==> src/rtl/cfg_xlate_pkg.sv <==
package cfg_xlate_pkg;
    localparam int ADDR_W = 32;

    typedef enum logic [1:0] {
        KIND_IGNORE  = 2'b00,
        KIND_TYPE0   = 2'b01,
        KIND_PASS1   = 2'b10,
        KIND_SPECIAL = 2'b11
    } xlate_kind_e;

    typedef struct packed {
        logic              vld;
        xlate_kind_e       kind;
        logic [ADDR_W-1:0] addr;
        logic              mabort;
        logic              single;
    } xlate_res_t;
endpackage

==> src/rtl/cfg_bus_window.sv <==
module cfg_bus_window #(
    parameter int BUS_W = 8
) (
    input  logic [BUS_W-1:0] tgt_bus,
    input  logic [BUS_W-1:0] sec_bus,
    input  logic [BUS_W-1:0] sub_bus,
    output logic             hit_local,
    output logic             hit_below
);
    always_comb begin
        hit_local = (tgt_bus == sec_bus);
        hit_below = !hit_local && (tgt_bus > sec_bus) && (tgt_bus <= sub_bus);
    end
endmodule

==> src/rtl/cfg_idsel_onehot.sv <==
module cfg_idsel_onehot #(
    parameter int DEV_W = 5,
    parameter int LINES = 16
) (
    input  logic [DEV_W-1:0] dev_num,
    output logic [LINES-1:0] sel_lines,
    output logic             sel_any
);
    for (genvar i = 0; i < LINES; i++) begin : g_line
        assign sel_lines[i] = (dev_num == DEV_W'(i));
    end
    assign sel_any = |sel_lines;
endmodule

==> src/rtl/cfg_type_xlate.sv <==
module cfg_type_xlate
    import cfg_xlate_pkg::*;
#(
    parameter int BUS_W       = 8,
    parameter int BUS_LSB     = 16,
    parameter int DEV_W       = 5,
    parameter int DEV_LSB     = 11,
    parameter int REG_W       = 6,
    parameter int REG_LSB     = 2,
    parameter int IDSEL_LSB   = 16,
    parameter int IDSEL_LINES = 16
) (
    input  logic              clk,
    input  logic              rst,
    input  logic              in_valid,
    input  logic [ADDR_W-1:0] in_addr,
    input  logic [BUS_W-1:0]  sec_bus,
    input  logic [BUS_W-1:0]  sub_bus,
    output logic              out_valid,
    output logic [1:0]        out_kind,
    output logic [ADDR_W-1:0] out_addr,
    output logic              out_mabort,
    output logic              out_single
);
    localparam logic [DEV_W-1:0] DEV_SPECIAL = {DEV_W{1'b1}};
    localparam logic [1:0]       TYPE1_CODE  = 2'b01;

    xlate_res_t res_d, res_q;

    logic [BUS_W-1:0]       tgt_bus;
    logic [DEV_W-1:0]       dev_num;
    logic [REG_W-1:0]       reg_num;
    logic                   hit_local, hit_below;
    logic [IDSEL_LINES-1:0] sel_lines;
    logic                   sel_any;
    logic                   is_type1, is_special;
    logic [ADDR_W-1:0]      conv_addr;

    assign tgt_bus = in_addr[BUS_LSB +: BUS_W];
    assign dev_num = in_addr[DEV_LSB +: DEV_W];
    assign reg_num = in_addr[REG_LSB +: REG_W];

    cfg_bus_window #(.BUS_W(BUS_W)) u_window (
        .tgt_bus  (tgt_bus),
        .sec_bus  (sec_bus),
        .sub_bus  (sub_bus),
        .hit_local(hit_local),
        .hit_below(hit_below)
    );

    cfg_idsel_onehot #(.DEV_W(DEV_W), .LINES(IDSEL_LINES)) u_idsel (
        .dev_num  (dev_num),
        .sel_lines(sel_lines),
        .sel_any  (sel_any)
    );

    always_comb begin
        is_type1   = (in_addr[1:0] == TYPE1_CODE);
        is_special = (dev_num == DEV_SPECIAL) && (reg_num == '0);

        conv_addr                            = in_addr;
        conv_addr[ADDR_W-1:IDSEL_LSB]        = '0;
        conv_addr[DEV_LSB +: DEV_W]          = '0;
        conv_addr[1:0]                       = 2'b00;
        if (!is_special) begin
            conv_addr[IDSEL_LSB +: IDSEL_LINES] = sel_lines;
        end

        res_d     = res_q;
        res_d.vld = 1'b0;
        if (in_valid) begin
            res_d.vld    = 1'b1;
            res_d.kind   = KIND_IGNORE;
            res_d.addr   = in_addr;
            res_d.mabort = 1'b0;
            res_d.single = 1'b0;
            if (is_type1 && hit_local) begin
                res_d.addr = conv_addr;
                if (is_special) begin
                    res_d.kind = KIND_SPECIAL;
                end else begin
                    res_d.kind   = KIND_TYPE0;
                    res_d.single = 1'b1;
                    res_d.mabort = !sel_any;
                end
            end else if (is_type1 && hit_below) begin
                res_d.kind = KIND_PASS1;
            end
        end
    end

    always_ff @(posedge clk) begin
        if (rst) begin
            res_q <= '0;
        end else begin
            res_q <= res_d;
        end
    end

    assign out_valid  = res_q.vld;
    assign out_kind   = res_q.kind;
    assign out_addr   = res_q.addr;
    assign out_mabort = res_q.mabort;
    assign out_single = res_q.single;
endmodule

==> config.mk <==
export PLATFORM = sky130hd
export DESIGN_NAME = cfg_type_xlate
export DESIGN_NICKNAME = d
export VERILOG_FILES = /design/src/rtl/cfg_xlate_pkg.sv /design/src/rtl/cfg_bus_window.sv /design/src/rtl/cfg_idsel_onehot.sv /design/src/rtl/cfg_type_xlate.sv
export SDC_FILE = /design/constraint.sdc
export NUM_CORES = 1
export LEC_CHECK = 0
export ABC_AREA = 1
export BUFFER_PORTS_ARGS = -buffer_cell sky130_fd_sc_hd__clkbuf_2
export CORE_MARGIN = 4
export CORE_UTILIZATION = 43
export DETAILED_ROUTE_END_ITERATION = 7
export GPL_ROUTABILITY_DRIVEN = 0
export PLACE_DENSITY_LB_ADDON = 0.3
export SKIP_CTS_REPAIR_TIMING = 1
export SYNTH_ARGS = -nofsm -noshare
export SYNTH_HDL_FRONTEND = slang
export SYNTH_SLANG_ARGS = --single-unit
==> constraint.sdc <==
create_clock -name clk -period 1.2 [get_ports clk]
set_input_delay 0.06 -clock clk [delete_from_list [all_inputs] [get_ports clk]]
set_output_delay 0.06 -clock clk [all_outputs]
set_load 0.005 [all_outputs]
==> impl_metrics.yaml, run 1 <==
layout:
  layout-area-overhead-vs-synth_pct: 44.4
  final_layout_size_suffix_gt1_share_pct: 39.3
  nNetsFinal: 465
  final_core_utilization_pct: 66.0
  fin_area_mm2: 0.00297
  insertedDiodeCount: 0
floorplanning:
  chipWidth_um: 77.2
  ios: 88
  start_util_pct: 45.7
  chipHeight_um: 77.2
  die_area_mm2: 0.00596
  core_region_area_mm2: 0.00450
  placement_rows: 24
setup_path:
  startpoint_type: "primary input"
  cp-end-kind: "flop"
  cp_common_cell: "a21oi_2"
  timing.critical_path.fanout_max: 6
  reg2reg_slack_ps: 470
  max_stage_delay_on_crit_path_ps: 260
  r2r-start: "out_addr[0]$_SDFFE_PP0P_"
  timing_worst_setup_path_type: "primary input to flop"
  timing.critical_path.arrival_ps: 1420
  reg2reg_to: "out_addr[0]$_SDFFE_PP0P_"
  critical_path.slowest_cell: "ha_4"
  reg2reg_depth: 3
  required_ps: 1420
  cp_cell_sequence: "buf_6 > inv_4 > ha_4 > nand2_4 > nor2_4 > nand4_4 > clkinvlp_4 > nand3_1 > a21oi_2 > a21oi_2 > nor2_1"
grt:
  globalRoute.totalOverflow: 0
  grt_util_met2_pct: 30.8
  grt_use_met3_pct: 5.04
  grt_first_pass_wirelength_mm: 9.12
  globalRouteTotalUtil_pct: 18.7
  number_of_global_route_vias_before_repair: 2056
  grt.met1_usage_pct: 24.5
  global_route.peak_usage_layer: "met2"
  initial_antenna_violation_count: 0
  maximum_number_of_pins_on_one_net_before_global_route_repair: 36
clock_tree:
  clkLatencyLatePin_ps: 280
  clock-root-buffer: "clkbuf_8"
  clk_transition_reported_paths_ps: 70
  cts-buffers-inserted: 5
  cts_max_path_buffers: 2
  htreeDepth: 2
  tritoncts: "yes"
  cts_sinks: 37
min_path:
  min_path_type: "primary input to flop"
  holdPathStages: 3
  min_from: "in_addr[10]"
  holdPathEnd: "out_addr[10]$_SDFFE_PP0P_"
sta:
  fin_hold_ws_ps: 0.525
  achievable-frequency_mhz: 833
  worst_pin_slew_ps: 400
  max_slew_margin_pct: 73.2
  final_setup_vio_count: 1
  fin_worst_skew_ps: 0
  final-hold-violation-count: 0
  slew_violations: 0
  layout_worst_path_cycle_share_pct: 100
  fin_crit_ps: 1200
  timing.final.ws_setup_ps: -0.211
  rsz0062_at_grt: "true"
placement:
  detailed_place_hpwl_mm: 4.50
  postPlaceCellArea_mm2: 0.00271
  portBuffers: 87
yosys:
  synth-seq-cells: 37
  yosysWarnings: 0
  netlist.area_leader.share_pct: 36.0
  synth.yosys.seq_area_share_pct: 36.0
  avgSynthCellArea_um2: 7.00
  synthesis.area_mm2: 0.00206
  yosysUniqueCellTypes: 28
  synthCells: 294
  synth_fp_nets: 361
  post_synth_main_area_contributors: "dfxtp_1, ha_1, nand2_1"
  yosysTopAreaCell: "dfxtp_1"
routing:
  wirelength_mm: 5.86
  drtPass1Iterations: 4
  avgRoutedWirePerCell_um: 13.0
  vias_per_cell: 5.00
  via_count: 2256
  drt_iter0_drc: 111
  drtAntennaViolNets: 0
  post_route_drc: 0
status:
  run_status: "finished, violations left"
  failed_checks: "setup timing"
power_and_ir_drop:
  total_power_mw: 2.81
  power_density_mw_per_mm2: 944
  irDropWorstVdd_mv: 0.794
  power_leakage_nw: 1.58
run:
  cap_violations: 0
[synth_stat cells]
| library cell | number |
|---|---|
| a22oi_1 | 3 |
| buf_4 | 2 |
| o211ai_1 | 5 |
| a21oi_1 | 25 |
| dfxtp_1 | 37 |
| clkbuf_1 | 4 |
| nor2_4 | 1 |
| o21ai_1 | 1 |
| clkinv_2 | 2 |
| nand4_4 | 1 |
| ha_1 | 16 |
| nand3_1 | 21 |
| nand4_2 | 1 |
| clkinv_1 | 2 |
| a21oi_2 | 2 |
| o21ai_0 | 13 |
| o21a_1 | 2 |
| or2_1 | 1 |
| nand4_1 | 3 |
| nand2_1 | 51 |
| nor2_1 | 46 |
| nand2_2 | 1 |
| a31oi_1 | 1 |
| buf_2 | 5 |
| a21o_1 | 1 |
| inv_1 | 42 |
| nor3_1 | 1 |
| o2111ai_1 | 4 |
[metal layers]
metal	share of wire [%]	wire length (um)
met1	44	2560
met2	49	2900
met3	6.5	383
met4	0.32	19
met5	0	0
[power by group]
part / internal, mW / total [mW] / switching, mW
sequential: 1.30 / 1.34 / 0.0399
clock: 0.412 / 0.813 / 0.401
combinational: 0.305 / 0.651 / 0.346
total: 2.02 / 2.81 / 0.787
[kinds of logic after synthesis]
group	count (synthesis)	share of synthesized area, %
buffers and inverters	57	11.2
and+or+nand+nor	127	26.7
adders and majority gates	16	9.73
DFF	37	36.0
AOI/OAI and AO/OA	57	16.4
[sequential cells by signal (all words and copies together) (netlist names)]
register / count
out_single: 1
out_mabort: 1
out_valid: 1
out_addr: 32
out_kind: 2
[layout by cell type (no fill, tap or decap), types with 4 or more instances in the layout]
cell type  count
o211ai_1       5
nor2_1        45
a21oi_1       16
nand3_1       14
nand2_2        6
dfxtp_1       37
nand3_2        7
ha_4           4
nand2_1       43
buf_6          8
inv_1         36
clkbuf_2      81
ha_1          12
o21ai_0       12
clkbuf_8       5
buf_4         18
a21oi_2       11
o2111ai_1      4
[critical path: cells and delay by family]
| kind | cells | cell delay [ps] |
|---|---|---|
| and+or+nand+nor | 5 | 600 |
| buffers and inverters | 3 | 280 |
| adders and majority gates | 1 | 260 |
| AOI/OAI and AO/OA | 2 | 220 |
[layout make-up]
| cell class | count | area (um^2) |
|---|---|---|
| repair inverters | 1 | 7.51 |
| multi-input cells | 200 | 1250 |
| well taps | 52 | 65.1 |
| inverters | 46 | 200 |
| flip-flops and latches | 37 | 741 |
| fillers | 414 | 1530 |
| clock buffers | 8 | 80.1 |
| repair buffers | 107 | 631 |
[per-stage QoR]
stage | instances | setup slack (ps) | setup TNS (ps)
global placement | 439 | -256 | -5320
detailed placement | 439 | -282 | -6180
floorplan | 294 | -22.5 | -22.5
finish | 451 | -0.211 | -0.211
CTS | 447 | 13.6 | 0
global route | 451 | -93.7 | -567
[worst max-delay path by stage]
stage,to,cells after the start,slack [ps],from
5_1_grt,out_addr[23]$_SDFFE_PP0P_,10,-90,in_addr[23]
4_1_cts,out_addr[29]$_SDFFE_PP0P_,11,10,sec_bus[5]
2_1_floorplan,out_addr[23]$_SDFFE_PP0P_,10,-20,sec_bus[5]
3_5_place_dp,out_addr[29]$_SDFFE_PP0P_,11,-280,sec_bus[5]
3_3_place_gp,out_mabort$_SDFFE_PP0P_,10,-260,sec_bus[5]
6_report,out_addr[18]$_SDFFE_PP0P_,11,-0.2,sec_bus[7]
No activity file was read; power rests on OpenSTA's default activity.
==> run 2, diff against run 1 <==
CORE_UTILIZATION = 44   (was 43)
CTS_BUF_LIST = sky130_fd_sc_hd__clkbuf_2 sky130_fd_sc_hd__clkbuf_4 sky130_fd_sc_hd__clkbuf_8   (was default)
==> run 2 against run 1 <==
Net effect:
- the flow finishes with violations (hold timing, setup timing)
- largest cell class unchanged
- clock skew is the same
- register-to-register slack gained 20 ps
- power grew 12%
- non-clock buffer count grew 8
- clock-buffer cell count shrank 1
==> impl_metrics.yaml, run 2 (synthesis results as in run 1) <==
min_path:
  holdPathEnd: "out_addr[10]$_SDFFE_PP0P_"
  holdPathStages: 3
  min_from: "in_addr[10]"
  min_path_type: "primary input to flop"
setup_path:
  timing.critical_path.fanout_max: 5
  timing.critical_path.arrival_ps: 1400
  reg2reg_depth: 3
  r2r-start: "out_addr[0]$_SDFFE_PP0P_"
  max_stage_delay_on_crit_path_ps: 270
  critical_path.slowest_cell: "ha_4"
  cell_class_contributing_the_biggest_share_of_worst_path_delay: "simple AND/OR/NAND/NOR gates"
  startpoint_type: "primary input"
  cp.buffers_inverters: 4
  reg2reg_to: "out_addr[0]$_SDFFE_PP0P_"
  timing_worst_setup_path_type: "primary input to flop"
  reg2reg_slack_ps: 490
  cp_cell_sequence: "buf_6 > ha_4 > nand2_4 > nor2_4 > nand4_4 > buf_12 > buf_8 > nand2_2 > nand3_2 > o211ai_1 > inv_1"
  cp-end-kind: "flop"
  required_ps: 1380
placement:
  portBuffers: 87
  detailed_place_hpwl_mm: 4.43
grt:
  grt_first_pass_wirelength_mm: 9.09
  initial_antenna_violation_count: 0
  globalRoute.totalOverflow: 0
  number_of_global_route_vias_before_repair: 2070
  globalRouteTotalUtil_pct: 18.9
  maximum_number_of_pins_on_one_net_before_global_route_repair: 21
sta:
  layout_worst_path_cycle_share_pct: 102
  timing.final.ws_setup_ps: -23.5
  slew_violations: 0
  fin_crit_ps: 1220
  fin_hold_ws_ps: -4.40
  fin_worst_skew_ps: 0
  setup-tns-final_ps: -23.5
  final_setup_vio_count: 1
  final-hold-violation-count: 2
  rsz0062_at_grt: "true"
  worst_pin_slew_ps: 296
  max_slew_margin_pct: 80.2
  achievable-frequency_mhz: 817
routing:
  post_route_drc: 0
  wirelength_mm: 6.12
  drt_iter0_drc: 125
  drtPass1Iterations: 5
  avgRoutedWirePerCell_um: 13.4
  via_count: 2317
  drtAntennaViolNets: 0
  vias_per_cell: 5.06
clock_tree:
  cts-buffers-inserted: 5
  clock-root-buffer: "clkbuf_8"
  cts_max_path_buffers: 2
  cts_sinks: 37
  tritoncts: "yes"
  clk_transition_reported_paths_ps: 70
  clkLatencyLatePin_ps: 290
  htreeDepth: 2
run:
  cap_violations: 0
floorplanning:
  ios: 88
  placement_rows: 24
  start_util_pct: 46.3
  chipWidth_um: 76.4
  core_region_area_mm2: 0.00444
  chipHeight_um: 76.4
  die_area_mm2: 0.00584
layout:
  nNetsFinal: 472
  mostFrequentLayoutCells: "clkbuf_2, nor2_1, nand2_1"
  mostFrequentLayoutCell: "clkbuf_2"
  layout-area-overhead-vs-synth_pct: 51.2
  max_reg_flops: 32
  insertedDiodeCount: 0
  final_layout_size_suffix_gt1_share_pct: 40.9
status:
  run_status: "finished, violations left"
  failed_checks: "hold timing, setup timing"
power_and_ir_drop:
  power_density_mw_per_mm2: 1010
  irDropWorstVdd_mv: 0.800
  power_leakage_nw: 1.67
## run 2: changes by cell type in the layout (fill, tap and decap cells not counted), sizes merged
cell / delta
buf: +6
bufinv: +1
clkbuf: +1
clkinvlp: -1
## run 2: power breakdown
part	switching, mW	internal, mW
logic	0.360	0.319
registers	0.0406	1.30
clock network	0.428	0.700
## run 2: per-layer routing
layer / GRT usage, % / part of all wire, % / vias to the layer above
met4: 4.89 / 1.6 / 0
met2: 31.2 / 49 / 74
met1: 23.9 / 41 / 1049
li1: - / - / 1181
met5: 0 / 0 / -
met3: 5.79 / 7.8 / 13
## run 2: worst max path at each step
| stage | from | to | slack (ps) | depth (start not counted) |
|---|---|---|---|---|
| floorplan | sec_bus[5] | out_addr[23]$_SDFFE_PP0P_ | -20 | 10 |
| global placement | sec_bus[5] | out_mabort$_SDFFE_PP0P_ | -290 | 11 |
| detailed placement | sec_bus[5] | out_mabort$_SDFFE_PP0P_ | -320 | 11 |
| CTS | sec_bus[5] | out_mabort$_SDFFE_PP0P_ | -20 | 11 |
| global route | in_addr[23] | out_addr[18]$_SDFFE_PP0P_ | -130 | 11 |
| finish | in_addr[23] | out_addr[30]$_SDFFE_PP0P_ | -20 | 11 |
## run 2: cell type report
cell class	count	area, um^2
fill	382	1330
tap	52	65.1
sequential	37	741
clock buffer	7	90.1
inverter	46	200
timing repair buffer	115	718
clock inverter	1	30.0
multi-input combinational	200	1270
## run 2: tightest hold or removal path: stages
cell and delay, ps:
clkbuf_2 80, nor2_1 30, nor2_1 80
## run 2: per-stage QoR
stage	utilization, %	std cells	worst slack [ps]	power, mW	area (um^2)
after floorplan	-	294	-22.5	1.70	2140
after global placement	61.6	442	-288	1.96	2740
after detailed placement	61.6	442	-315	1.98	2740
after CTS	64.3	450	-22.6	3.10	2860
after global routing	70.0	458	-129	3.33	3110
final	70.0	458	-23.5	3.15	3110
